File: src/rtl/ide_gate_pkg.sv
package ide_gate_pkg;
  localparam int ADDR_W   = 14;
  localparam int N_CH     = 2;
  localparam int ID_BITS  = 4;

  localparam logic [ADDR_W-1:0] CFG_OFS   = 14'h0000;
  localparam logic [ADDR_W-1:0] ID_BASE   = 14'h2280;
  localparam logic [ADDR_W-1:0] CTRL_OFS0 = 14'h2200;
  localparam logic [ADDR_W-1:0] CTRL_OFS1 = 14'h3200;
  localparam logic [ADDR_W-1:0] STAT_OFS0 = 14'h2290;
  localparam logic [ADDR_W-1:0] STAT_OFS1 = 14'h3290;

  localparam int CFG_WIN_BIT = 5;
  localparam int CFG_DMA_BIT = 0;

  typedef enum logic [1:0] {
    RSEL_NONE = 2'd0,
    RSEL_CFG  = 2'd1,
    RSEL_ID   = 2'd2,
    RSEL_STAT = 2'd3
  } rsel_e;

  function automatic logic [ADDR_W-1:0] ctrl_ofs(input int ch);
    return (ch == 0) ? CTRL_OFS0 : CTRL_OFS1;
  endfunction

  function automatic logic [ADDR_W-1:0] stat_ofs(input int ch);
    return (ch == 0) ? STAT_OFS0 : STAT_OFS1;
  endfunction
endpackage

File: src/rtl/gate_sync.sv
module gate_sync #(
  parameter int STAGES = 2
) (
  input  logic clk,
  input  logic rst_n,
  input  logic d,
  output logic q
);
  logic [STAGES-1:0] shreg;

  generate
    if (STAGES == 1) begin : g_one
      always_ff @(posedge clk or negedge rst_n) begin
        if (!rst_n) shreg <= '0;
        else        shreg <= d;
      end
    end else begin : g_many
      always_ff @(posedge clk or negedge rst_n) begin
        if (!rst_n) shreg <= '0;
        else        shreg <= {shreg[STAGES-2:0], d};
      end
    end
  endgenerate

  assign q = shreg[STAGES-1];
endmodule

File: src/rtl/gate_decode.sv
module gate_decode
  import ide_gate_pkg::*;
(
  input  logic              bus_ext,
  input  logic [ADDR_W-1:0] bus_addr,
  input  logic              bus_rd,
  input  logic              bus_wr,
  input  logic              win_open,
  output logic              cfg_we,
  output logic [N_CH-1:0]   ctrl_set,
  output logic [N_CH-1:0]   ctrl_clr,
  output logic              rd_take,
  output rsel_e             rsel,
  output logic              stat_ch,
  output logic [1:0]        id_idx
);
  logic ext_ok;
  logic rd_only;
  logic hit_cfg;
  logic hit_id;
  logic [N_CH-1:0] hit_ctrl;
  logic [N_CH-1:0] hit_stat;

  assign ext_ok  = bus_ext && win_open;
  assign rd_only = bus_rd && !bus_wr;
  assign rd_take = rd_only;

  assign hit_cfg = !bus_ext && (bus_addr == CFG_OFS);
  assign hit_id  = !bus_ext && (bus_addr[ADDR_W-1:4] == ID_BASE[ADDR_W-1:4])
                   && (bus_addr[1:0] == 2'b00);
  assign id_idx  = bus_addr[3:2];

  generate
    for (genvar c = 0; c < N_CH; c++) begin : g_ch
      assign hit_ctrl[c] = ext_ok && (bus_addr == ctrl_ofs(c));
      assign hit_stat[c] = ext_ok && (bus_addr == stat_ofs(c));
      assign ctrl_set[c] = hit_ctrl[c] && bus_wr;
      assign ctrl_clr[c] = hit_ctrl[c] && rd_only;
    end
  endgenerate

  assign cfg_we  = hit_cfg && bus_wr;
  assign stat_ch = hit_stat[1];

  always_comb begin
    if (hit_cfg)        rsel = RSEL_CFG;
    else if (hit_id)    rsel = RSEL_ID;
    else if (|hit_stat) rsel = RSEL_STAT;
    else                rsel = RSEL_NONE;
  end
endmodule

File: src/rtl/gate_chan.sv
module gate_chan #(
  parameter int SYNC_STAGES = 2
) (
  input  logic clk,
  input  logic rst_n,
  input  logic drv_line,
  input  logic en_set,
  input  logic en_clr,
  output logic pend,
  output logic en,
  output logic active
);
  gate_sync #(.STAGES(SYNC_STAGES)) u_sync (
    .clk  (clk),
    .rst_n(rst_n),
    .d    (drv_line),
    .q    (pend)
  );

  always_ff @(posedge clk or negedge rst_n) begin
    if (!rst_n)      en <= 1'b0;
    else if (en_set) en <= 1'b1;
    else if (en_clr) en <= 1'b0;
  end

  assign active = pend && en;
endmodule

File: src/rtl/ide_irq_gate.sv
module ide_irq_gate
  import ide_gate_pkg::*;
#(
  parameter int           SYNC_STAGES = 2,
  parameter logic [3:0]   BOARD_ID    = 4'd3
) (
  input  logic              clk,
  input  logic              rst_n,
  input  logic [1:0]        drv_irq,
  input  logic              bus_ext,
  input  logic [13:0]       bus_addr,
  input  logic              bus_rd,
  input  logic              bus_wr,
  input  logic [7:0]        bus_wdata,
  output logic [7:0]        bus_rdata,
  output logic              host_irq,
  output logic              ext_win_en,
  output logic              dma_sel
);
  logic [7:0]      cfg_q;
  logic [7:0]      rdata_q;
  logic            irq_q;
  logic            cfg_we;
  logic [N_CH-1:0] ctrl_set;
  logic [N_CH-1:0] ctrl_clr;
  logic            rd_take;
  rsel_e           rsel;
  logic            stat_ch;
  logic [1:0]      id_idx;
  logic [N_CH-1:0] chan_pend;
  logic [N_CH-1:0] chan_en;
  logic [N_CH-1:0] chan_act;
  logic [7:0]      rd_next;

  gate_decode u_dec (
    .bus_ext (bus_ext),
    .bus_addr(bus_addr),
    .bus_rd  (bus_rd),
    .bus_wr  (bus_wr),
    .win_open(cfg_q[CFG_WIN_BIT]),
    .cfg_we  (cfg_we),
    .ctrl_set(ctrl_set),
    .ctrl_clr(ctrl_clr),
    .rd_take (rd_take),
    .rsel    (rsel),
    .stat_ch (stat_ch),
    .id_idx  (id_idx)
  );

  generate
    for (genvar c = 0; c < N_CH; c++) begin : g_chan
      gate_chan #(.SYNC_STAGES(SYNC_STAGES)) u_chan (
        .clk     (clk),
        .rst_n   (rst_n),
        .drv_line(drv_irq[c]),
        .en_set  (ctrl_set[c]),
        .en_clr  (ctrl_clr[c]),
        .pend    (chan_pend[c]),
        .en      (chan_en[c]),
        .active  (chan_act[c])
      );
    end
  endgenerate

  always_comb begin
    rd_next = 8'h00;
    case (rsel)
      RSEL_CFG:  rd_next = cfg_q;
      RSEL_ID:   rd_next = {7'b0, BOARD_ID[id_idx]};
      RSEL_STAT: rd_next = {7'b0, chan_pend[stat_ch]};
      default:   rd_next = 8'h00;
    endcase
  end

  always_ff @(posedge clk or negedge rst_n) begin
    if (!rst_n) begin
      cfg_q   <= 8'h00;
      rdata_q <= 8'h00;
      irq_q   <= 1'b0;
    end else begin
      if (cfg_we)  cfg_q   <= bus_wdata;
      if (rd_take) rdata_q <= rd_next;
      irq_q <= |chan_act;
    end
  end

  assign bus_rdata  = rdata_q;
  assign host_irq   = irq_q;
  assign ext_win_en = cfg_q[CFG_WIN_BIT];
  assign dma_sel    = cfg_q[CFG_DMA_BIT];
endmodule

File: config.mk
export PLATFORM = sky130hd
export DESIGN_NAME = ide_irq_gate
export DESIGN_NICKNAME = d
export VERILOG_FILES = /design/src/rtl/ide_gate_pkg.sv /design/src/rtl/gate_sync.sv /design/src/rtl/gate_decode.sv /design/src/rtl/gate_chan.sv /design/src/rtl/ide_irq_gate.sv
export SDC_FILE = /design/constraint.sdc
export NUM_CORES = 1
export LEC_CHECK = 0
export BUFFER_PORTS_ARGS = -buffer_cell sky130_fd_sc_hd__clkbuf_2
export CAP_MARGIN = 20
export CORE_MARGIN = 2
export CORE_UTILIZATION = 46
export CTS_CLUSTER_SIZE = 20
export DETAILED_ROUTE_END_ITERATION = 8
export PLACE_DENSITY_LB_ADDON = 0.2
export SLEW_MARGIN = 0
export SYNTH_ARGS = -nofsm -noshare
export SYNTH_HDL_FRONTEND = slang
export SYNTH_SLANG_ARGS = --single-unit
File: constraint.sdc
create_clock -name clk -period 1.7 [get_ports clk]
set_input_delay 0.085 -clock clk [delete_from_list [all_inputs] [get_ports clk]]
set_output_delay 0.085 -clock clk [all_outputs]
set_load 0.1 [all_outputs]
==> results of run 1 <==
sequential cells by signal, summed over array words and instances, names as in the netlist:
register	count
bus_rdata	8
cfg_q	8
g_chan.u_chan.en	2
g_chan.u_chan.u_sync.shreg	4
host_irq	1
area by class of cell:
class | instances | area, um^2 | area share
flip-flops and latches | 23 | 577 | 0.456
multi-input cells | 44 | 394 | 0.311
repair buffers | 43 | 235 | 0.186
well taps | 27 | 33.8 | 0.0267
clock buffers | 4 | 26.3 | 0.0208
critical path: stages (launching register included):
cell     delay [ps]
dfrtp_1         390
mux2_2          260
and3_1          170
a32o_1          190
mux2i_1         110
o21ai_0          80
what timing repair did:
| item | in CTS | in global routing |
|---|---|---|
| endpoints found under the hold margin | 25 | 1 |
| setup buffers | 0 | 0 |
| hold buffers | 3 | 1 |
| endpoints found under the setup margin | 0 | 0 |
per-layer routing:
layer,vias up,global-route usage,part of all wire
met4,0,0.0741,0.011
met3,4,0.0333,0.063
met2,24,0.309,0.53
met5,-,0,0
met1,340,0.202,0.39
li1,354,-,-
power by group:
part,leakage (nW),switching (mW),internal [mW],total [mW]
clock,0.0150,0.144,0.0913,0.235
combinational,0.327,0.0395,0.0362,0.0757
sequential,0.311,0.00185,0.552,0.554
total,0.653,0.185,0.679,0.865
synthesized netlist by cell type (all sizes together):
master  instances
nor2            3
nand2b          1
or4             2
mux2            9
nor4            2
nand2           3
nor3b           1
o21ai           3
a32o            2
and3            1
or3             1
dfrtp          23
nand3b          1
a22o            8
nand4           2
clkbuf          1
mux2i           1
nor3            2
nand3           2
logic make-up (layout without fill, tap and decap cells):
| group | count (synthesis) | in the layout | share of synthesized area |
|---|---|---|---|
| multiplexers | 10 | 10 | 0.118 |
| buffers and inverters | 1 | 47 | 0.00385 |
| flip-flops | 23 | 23 | 0.591 |
| AND/OR/NAND/NOR | 21 | 21 | 0.179 |
| AO/OA/AOI/OAI | 13 | 13 | 0.108 |
per-stage QoR:
step | area (um^2) | hold slack [ps] | setup slack, ps | utilization
CTS | 1260 | 5.72 | 350 | 0.634
global placement | 1200 | 86.7 | 139 | 0.605
global route | 1270 | 10.6 | 298 | 0.639
finish | 1270 | 7.26 | 365 | 0.639
detailed placement | 1200 | 91.2 | 104 | 0.605
floorplan | 975 | -211 | 155 | -
worst min-delay path by stage:
stage | start | end | slack [ps] | cells past startpoint
after floorplan | rst_n | bus_rdata[0]$_DFFE_PN0P_ | -210 | 0
after global placement | rst_n | bus_rdata[2]$_DFFE_PN0P_ | 90 | 1
after detailed placement | rst_n | cfg_q[1]$_DFFE_PN0P_ | 90 | 1
after CTS | bus_wdata[4] | cfg_q[4]$_DFFE_PN0P_ | 6 | 2
after global routing | bus_wdata[4] | cfg_q[4]$_DFFE_PN0P_ | 10 | 2
final | bus_wdata[4] | cfg_q[4]$_DFFE_PN0P_ | 7 | 2
==> results.cfg, run 1 <==
[synth]
netlist_instances = 68
post_synth_num_cell_types = 24
yosys.area.top_type = dfrtp_1
yosysWarningCount = 0
synthDominantCellAreaShare = 0.591
post_synth_instance_area_um2 = 973
ys_top_cells_by_area = dfrtp_1, mux2_2, a22o_1, nor2_4, or4_4
synth_sequential_area_ratio = 0.591
syn-num-nets = 97
syn-mean-instance-area_um2 = 14.3
postSynthRegisterBits = 23

[final_layout]
flow.area_growth_from_synthesis_pct = 30.1
layout.cells.non_filler = 141
num_antenna_cells = 0
layout_common_cells = clkbuf_2, dfrtp_1, a22o_1, mux2_2, dlygate4sd3_1
final_layout_size_suffix_gt1_frac = 0.518
final_net_count = 144
filler_cell_count = 178
final_common_cell = clkbuf_2

[critical_path]
crit-reg2reg-capture = bus_rdata[0]$_DFFE_PN0P_
critical_path.reg2reg.startpoint = g_chan[1].u_chan.u_sync.shreg[1]$_DFF_PN0_
setup.worst_path.start = g_chan[1].u_chan.u_sync.shreg[1]$_DFF_PN0_
critPathCapture = bus_rdata[0]$_DFFE_PN0P_
worstPathRequired_ps = 1870
worst_case_reg_to_reg_path_depth = 5
worstSetupEndpointType = flip-flop
critical_path.startpoint_type = flip-flop
cp_data_arrival_time_ps = 1500
regToRegSetupSlack_ps = 360
biggest_fanout_along_the_worst_timing_path = 2
criticalPathCategory = flip-flop to flip-flop

[route]
vias = 722
wirelength_routed_um = 1950
drt_drc_violations_left = 0
detail_route.vias_per_cell = 5.12
number_of_optimization_iterations_in_the_first_detailed_route_pass = 4
avgRoutedWirePerCell_um = 13.8
initialDrtViolationCount = 7
detail-route-antenna-nets = 0

[floorplan]
initial_cell_density_of_the_core = 0.491
placeableCoreArea_um2 = 1980
fp.dieH_um = 50
placement_rows = 16
chipWidth_um = 50
boundaryPins = 40
floorplan.die_area_um2 = 2500

[grt]
grtUsageTotal = 0.174
initial_antenna_violation_count = 0
grt_max_degree = 24
grt_pass1_vias = 729
overflow = 0
grt_first_pass_wirelength_um = 3220

[sta]
finalSetupViolations = 0
totalNegativeSetupSlack_ps = 0
max-slew-margin-rel = 0.640
hold_violations_final = 0
rsz_0062_raised_after_global_routing = no
actual_slew_at_the_worst_max_slew_pin_ps = 543
finalClockSkew_ps = 2.97
timing_max_transition_violations_final = 0
max_freq_mhz = 749
fin_crit_sh = 0.785
period_needed_ps = 1340

[clock_tree]
cts_resized = 0
cts.sinks = 23
cts_tree = done
ctsRootBufferMaster = clkbuf_4
cts.path.max_buffers = 2
clkLatencyLatePin_ps = 290
worst_setup_hold_path_clk_slew_ps = 110
clock_tree.htree_level_count = 1
cts_inserted_buffers = 3

[pwr]
vdd_ir_drop_max_mv = 0.588
power.density_cell_area_nw_per_um2 = 683
report.power.total_uw = 865
static-leakage-power_nw = 0.653

[worst_hold_path]
holdCritPathClass = input pin to flip-flop

[run]
drv_cap = 0

[place]
placedCellCount = 133
final_estimated_routing_congestion_in_global_placement = 0.771
port_buffers = 39
place.detailed.hpwl_um = 1560

[outcome]
status = complete, no violations
Note: power is estimated with default switching activity, not from simulation.
==> inputs of run 2 (changes only) <==
--- a/config.mk
+++ b/config.mk
@@ -5,10 +5,11 @@
 export SDC_FILE = /design/constraint.sdc
 export NUM_CORES = 1
 export LEC_CHECK = 0
+export ABC_AREA = 1
 export BUFFER_PORTS_ARGS = -buffer_cell sky130_fd_sc_hd__clkbuf_2
 export CAP_MARGIN = 20
 export CORE_MARGIN = 2
-export CORE_UTILIZATION = 46
+export CORE_UTILIZATION = 43
 export CTS_CLUSTER_SIZE = 20
 export DETAILED_ROUTE_END_ITERATION = 8
 export PLACE_DENSITY_LB_ADDON = 0.2
==> constraint.sdc (replaced) <==
create_clock -name clk -period 1.2 [get_ports clk]
set_input_delay 0.06 -clock clk [delete_from_list [all_inputs] [get_ports clk]]
set_output_delay 0.06 -clock clk [all_outputs]
set_load 0.1 [all_outputs]
==> results.cfg, run 2 <==
[outcome]
status = complete, no violations

[sta]
rsz_0062_raised_after_global_routing = no
max-slew-margin-rel = 0.648
finalClockSkew_ps = 11.0
actual_slew_at_the_worst_max_slew_pin_ps = 528
period_needed_ps = 1070
finalSetupViolations = 0
max_freq_mhz = 933
totalNegativeSetupSlack_ps = 0
fin_crit_sh = 0.893
timing_max_transition_violations_final = 0
hold_violations_final = 0

[grt]
grt_pass1_vias = 932
global_route_track_usage_on_met3 = 0.0328
initial_antenna_violation_count = 0
grtUsageTotal = 0.177
groute.layer.met2.usage = 0.289
overflow = 0
global_route.peak_usage_layer = met2
grt_max_degree = 24
grt_first_pass_wirelength_um = 3750
met1_usage = 0.230

[synth]
post_synth_num_cell_types = 16
asyncSetResetFlopFracSynth = 1.00
yosys.area.top_type = dfrtp_1
number_of_enable_flip_flop_cells_after_synthesis = 0
ys_dominant_reg_cell = dfrtp_1
syn-num-nets = 163
synthTopCellsByCount = nand2_1, dfrtp_1, inv_1, nand3_1, nor2_1
syn-mean-instance-area_um2 = 8.18
yosysWarningCount = 0
postSynthRegisterBits = 23
ys_top_cells_by_area = dfrtp_1, nand2_1, nand3_1, o21ai_0, inv_1
library_cell_with_the_highest_instance_count_after_synthesis = nand2_1
synth_sequential_area_ratio = 0.525
synthDominantCellAreaShare = 0.525
netlist_instances = 134
post_synth_instance_area_um2 = 1100

[route]
initialDrtViolationCount = 8
drt_drc_violations_left = 0
avgRoutedWirePerCell_um = 10.0
detail-route-antenna-nets = 0
wirelength_routed_um = 2200
detail_route.vias_per_cell = 4.59
vias = 1006
number_of_optimization_iterations_in_the_first_detailed_route_pass = 4

[floorplan]
placeableCoreArea_um2 = 2450
boundaryPins = 40
initial_cell_density_of_the_core = 0.446
fp.dieH_um = 54.5
floorplan.die_area_um2 = 2970
chipWidth_um = 54.5
placement_rows = 18

[clock_tree]
clock_tree.htree_level_count = 1
cts.path.max_buffers = 2
cts.sinks = 23
cts_resized = 0
clkLatencyLatePin_ps = 310
cts_tree = done
worst_setup_hold_path_clk_slew_ps = 120
ctsRootBufferMaster = clkbuf_4
cts_inserted_buffers = 3

[critical_path]
worstSetupEndpointType = flip-flop
cp_data_arrival_time_ps = 1290
criticalPathCategory = flip-flop to flip-flop
worstPathRequired_ps = 1420
critical_path.startpoint_type = flip-flop
biggest_fanout_along_the_worst_timing_path = 4

[pwr]
static-leakage-power_nw = 0.832
power.density_cell_area_nw_per_um2 = 836
vdd_ir_drop_max_mv = 0.755
report.power.total_mw = 1.28

[final_layout]
layout_common_cells = nand2_1, clkbuf_2, dfrtp_1
flow.area_growth_from_synthesis_pct = 39.4
filler_cell_count = 208
num_antenna_cells = 0
final_common_cell = nand2_1
final_net_count = 219
final_layout_size_suffix_gt1_frac = 0.302

[place]
port_buffers = 39
place.detailed.hpwl_um = 1740
final_estimated_routing_congestion_in_global_placement = 0.835

[run]
drv_cap = 0

[worst_hold_path]
holdCritPathClass = input pin to flip-flop
[run 2: worst paths after layout]
check	cells after the start	start	end	slack, ps
min in group asynchronous	2	rst_n	cfg_q[1]$_DFFE_PN0P_	240
max in group asynchronous	2	rst_n	cfg_q[5]$_DFFE_PN0P_	550
max	8	cfg_q[5]$_DFFE_PN0P_	bus_rdata[0]$_DFFE_PN0P_	130
max reg2reg	8	cfg_q[5]$_DFFE_PN0P_	bus_rdata[0]$_DFFE_PN0P_	130
min reg2reg	0	g_chan[0].u_chan.u_sync.shreg[0]$_DFF_PN0_	g_chan[0].u_chan.u_sync.shreg[1]$_DFF_PN0_	360
min	4	bus_wr	bus_rdata[5]$_DFFE_PN0P_	60
[run 2: logic make-up (layout without fill, tap and decap cells)]
family                 count (synthesis)  count (layout)  synth area share
AO/OA/AOI/OAI                         12              12            0.0582
buffers and inverters                 16              71            0.0662
flip-flops                            23              23             0.525
AND/OR/NAND/NOR                       83              83             0.350
[run 2: per-layer routing]
layer  part of all wire  routed length, um
met2               0.47               1030
met1               0.46               1000
met5                  0                  0
met3              0.061                134
met4              0.014                 31
[run 2: layout make-up]
type | count | area (um^2) | share of cell area
Timing Repair Buffer | 52 | 373 | 0.244
Clock inverter | 1 | 5.00 | 0.00328
Tap cell | 30 | 37.5 | 0.0246
Inverter | 15 | 61.3 | 0.0401
Sequential cell | 23 | 581 | 0.380
Multi-Input combinational cell | 95 | 448 | 0.293
Clock buffer | 3 | 22.5 | 0.0147
[run 2: what timing repair did]
item | in CTS | in global routing
setup buffers | 0 | 0
hold endpoints to repair | 33 | 0
hold buffers | 11 | 0
[run 2: where the power goes]
part	switching (mW)	internal, mW
combinational	0.0747	0.0735
clock	0.220	0.124
sequential	0.00278	0.782
[run 2: metrics by stage]
stage | instances | hold WS (ps) | instance area (um^2) | setup slack (ps) | utilization
2_1_floorplan | 134 | -236 | 1100 | 7.36 | -
3_3_place_gp | 204 | 67.0 | 1390 | 127 | 0.566
3_5_place_dp | 204 | 66.8 | 1390 | 123 | 0.566
4_1_cts | 219 | 58.8 | 1530 | 119 | 0.622
5_1_grt | 219 | 95.4 | 1530 | 30.8 | 0.622
6_report | 219 | 59.5 | 1530 | 128 | 0.622
[run 2: worst max-delay path: stages (launching register included)]
cell,delay [ps]
dfrtp_4,530
nand2_1,100
nor2_1,40
nand3_1,60
nor2_1,40
nand2_1,60
nand3_1,60
nand2_1,60
nand2_1,40
==> inputs of run 3 (changes only) <==
--- a/config.mk
+++ b/config.mk
@@ -9,11 +9,12 @@
 export BUFFER_PORTS_ARGS = -buffer_cell sky130_fd_sc_hd__clkbuf_2
 export CAP_MARGIN = 20
 export CORE_MARGIN = 2
-export CORE_UTILIZATION = 43
+export CORE_UTILIZATION = 44
 export CTS_CLUSTER_SIZE = 20
 export DETAILED_ROUTE_END_ITERATION = 8
 export PLACE_DENSITY_LB_ADDON = 0.2
 export SLEW_MARGIN = 0
 export SYNTH_ARGS = -nofsm -noshare
 export SYNTH_HDL_FRONTEND = slang
+export SYNTH_HIERARCHICAL = 1
 export SYNTH_SLANG_ARGS = --single-unit
==> results.cfg, run 3 <==
[outcome]
status = finished with violations
violations = setup timing

[route]
number_of_optimization_iterations_in_the_first_detailed_route_pass = 4
initialDrtViolationCount = 14
top_layer = met4
detail-route-antenna-nets = 0
wirelength_routed_um = 2530
routed-wl-met3_um = 116
avgRoutedWirePerCell_um = 10.8
vias = 1055
detail_route.vias_per_cell = 4.51
drt_drc_violations_left = 0
wl_met2_um = 1280
wirelength_met1_um = 1130

[floorplan]
boundaryPins = 40
chipWidth_um = 55.4
fp.dieH_um = 55.4
initial_cell_density_of_the_core = 0.465
placement_rows = 18
floorplan.die_area_um2 = 3070
placeableCoreArea_um2 = 2500

[sta]
max-slew-margin-rel = 0.640
hold_ws_ps = 85.7
finalSetupViolations = 9
actual_slew_at_the_worst_max_slew_pin_ps = 541
hold_violations_final = 0
finalClockSkew_ps = 7.15
max_freq_mhz = 776
timing_max_transition_violations_final = 0
fin_crit_sh = 1.07
totalNegativeSetupSlack_ps = -730
setup_slack_ps = -89.4
rsz_0062_raised_after_global_routing = yes
period_needed_ps = 1290

[final_layout]
layout_common_cells = nand2_1, clkbuf_2, buf_4
flow.area_growth_from_synthesis_pct = 50.8
num_antenna_cells = 0
final_common_cell = nand2_1
final_layout_size_suffix_gt1_frac = 0.485
final_net_count = 234

[run]
drv_cap = 0

[pwr]
static-leakage-power_nw = 0.967
power.switching_fraction = 0.231
vdd_ir_drop_max_mv = 0.948
report.power.total_mw = 1.30
power_frac_clock = 0.262
total_switching_power_uw = 299
power.density_cell_area_nw_per_um2 = 739
internal_power_uw = 996
sequentialPowerShare = 0.606
p_comb_frac = 0.131

[clock_tree]
cts.sinks = 23
cts.path.max_buffers = 2
worst_setup_hold_path_clk_slew_ps = 120
clkLatencyLatePin_ps = 300
cts_inserted_buffers = 3
cts_tree = done
clock_tree.htree_level_count = 1
ctsRootBufferMaster = clkbuf_4

[synth]
yosysWarningCount = 6
post_synth_instance_area_um2 = 1160
netlist_instances = 134
syn-num-nets = 163
syn-mean-instance-area_um2 = 8.67

[grt]
grtUsageTotal = 0.180
grt_max_degree = 24
grt_pass1_vias = 1035
initial_antenna_violation_count = 0
grt_first_pass_wirelength_um = 4360
overflow = 0

[critical_path]
crit-reg2reg-capture = bus_rdata[6]$_DFFE_PN0P_
worst_case_reg_to_reg_path_depth = 9
setup.worst_path.start = cfg_q[5]$_DFFE_PN0P_
worstSetupEndpointType = flip-flop
criticalPathCategory = flip-flop to flip-flop
biggest_fanout_along_the_worst_timing_path = 4
cp_data_arrival_time_ps = 1530
critical_path.reg2reg.startpoint = cfg_q[5]$_DFFE_PN0P_
critical_path.startpoint_type = flip-flop
regToRegSetupSlack_ps = -90
critPathCapture = bus_rdata[6]$_DFFE_PN0P_
worstPathRequired_ps = 1440

[worst_hold_path]
holdCritPathClass = input pin to flip-flop
worstHoldStart = bus_wr

[place]
place.detailed.hpwl_um = 1800
port_buffers = 39
final_estimated_routing_congestion_in_global_placement = 0.831
placement.setup.worst_slack_ps = -95.6
==> run 3: worst max-delay path: stages (launching register included) <==
cell	delay (ps)
dfrtp_4	440
nand2_4	60
nor2_4	90
nand3_4	100
nand2_2	90
inv_2	50
nor2_4	160
buf_6	130
nand3_1	50
nand2_1	60
==> run 3: timing repair <==
item	4_1_cts	5_1_grt
hold buffers	11	0
hold endpoints to repair	33	0
buffers inserted	3	2
pin swaps	5	5
gates resized for setup	5	9
endpoints found under the setup margin	8	11
==> run 3: layout make-up <==
cell class	count	area [um^2]
clock buffers	3	22.5
clock inverters	1	5.00
fillers	209	747
inverters	19	71.3
multi-input cells	89	520
flip-flops and latches	23	581
well taps	30	37.5
repair buffers	69	515
==> run 3: worst min-delay path by stage <==
stage                     cells past startpoint                         endpoint  slack [ps]
final                                         5  g_chan[1].u_chan/en$_DFFE_PN0P_          90
after global routing                          5  g_chan[1].u_chan/en$_DFFE_PN0P_         100
after CTS                                     5  g_chan[1].u_chan/en$_DFFE_PN0P_          80
after detailed placement                      1  g_chan[0].u_chan/en$_DFFE_PN0P_          70
after global placement                        1  g_chan[0].u_chan/en$_DFFE_PN0P_          60
after floorplan                               0         bus_rdata[0]$_DFFE_PN0P_        -240
==> run 3: power by group through the flow <==
| stage | Combinational (mW) | Sequential, mW | Clock, mW |
|---|---|---|---|
| 2_1_floorplan | 0.0464 | 0.799 | 0 |
| 3_3_place_gp | 0.136 | 0.800 | 0 |
| 3_5_place_dp | 0.139 | 0.800 | 0 |
| 4_1_cts | 0.169 | 0.785 | 0.356 |
| 5_1_grt | 0.192 | 0.786 | 0.389 |
| 6_report | 0.170 | 0.785 | 0.340 |
==> run 3: through the flow <==
step / util / std cells / instance area, um^2
3_3_place_gp: 0.612 / 214 / 1530
2_1_floorplan: - / 134 / 1170
5_1_grt: 0.701 / 234 / 1750
6_report: 0.701 / 234 / 1750
4_1_cts: 0.683 / 232 / 1710
3_5_place_dp: 0.612 / 214 / 1530
==> run 3: per-layer routing <==
layer / global-route usage / up-vias
met2: 0.303 / 27
met1: 0.238 / 483
met5: 0 / -
met3: 0.0492 / 2
met4: 0.0279 / 0
li1: - / 543
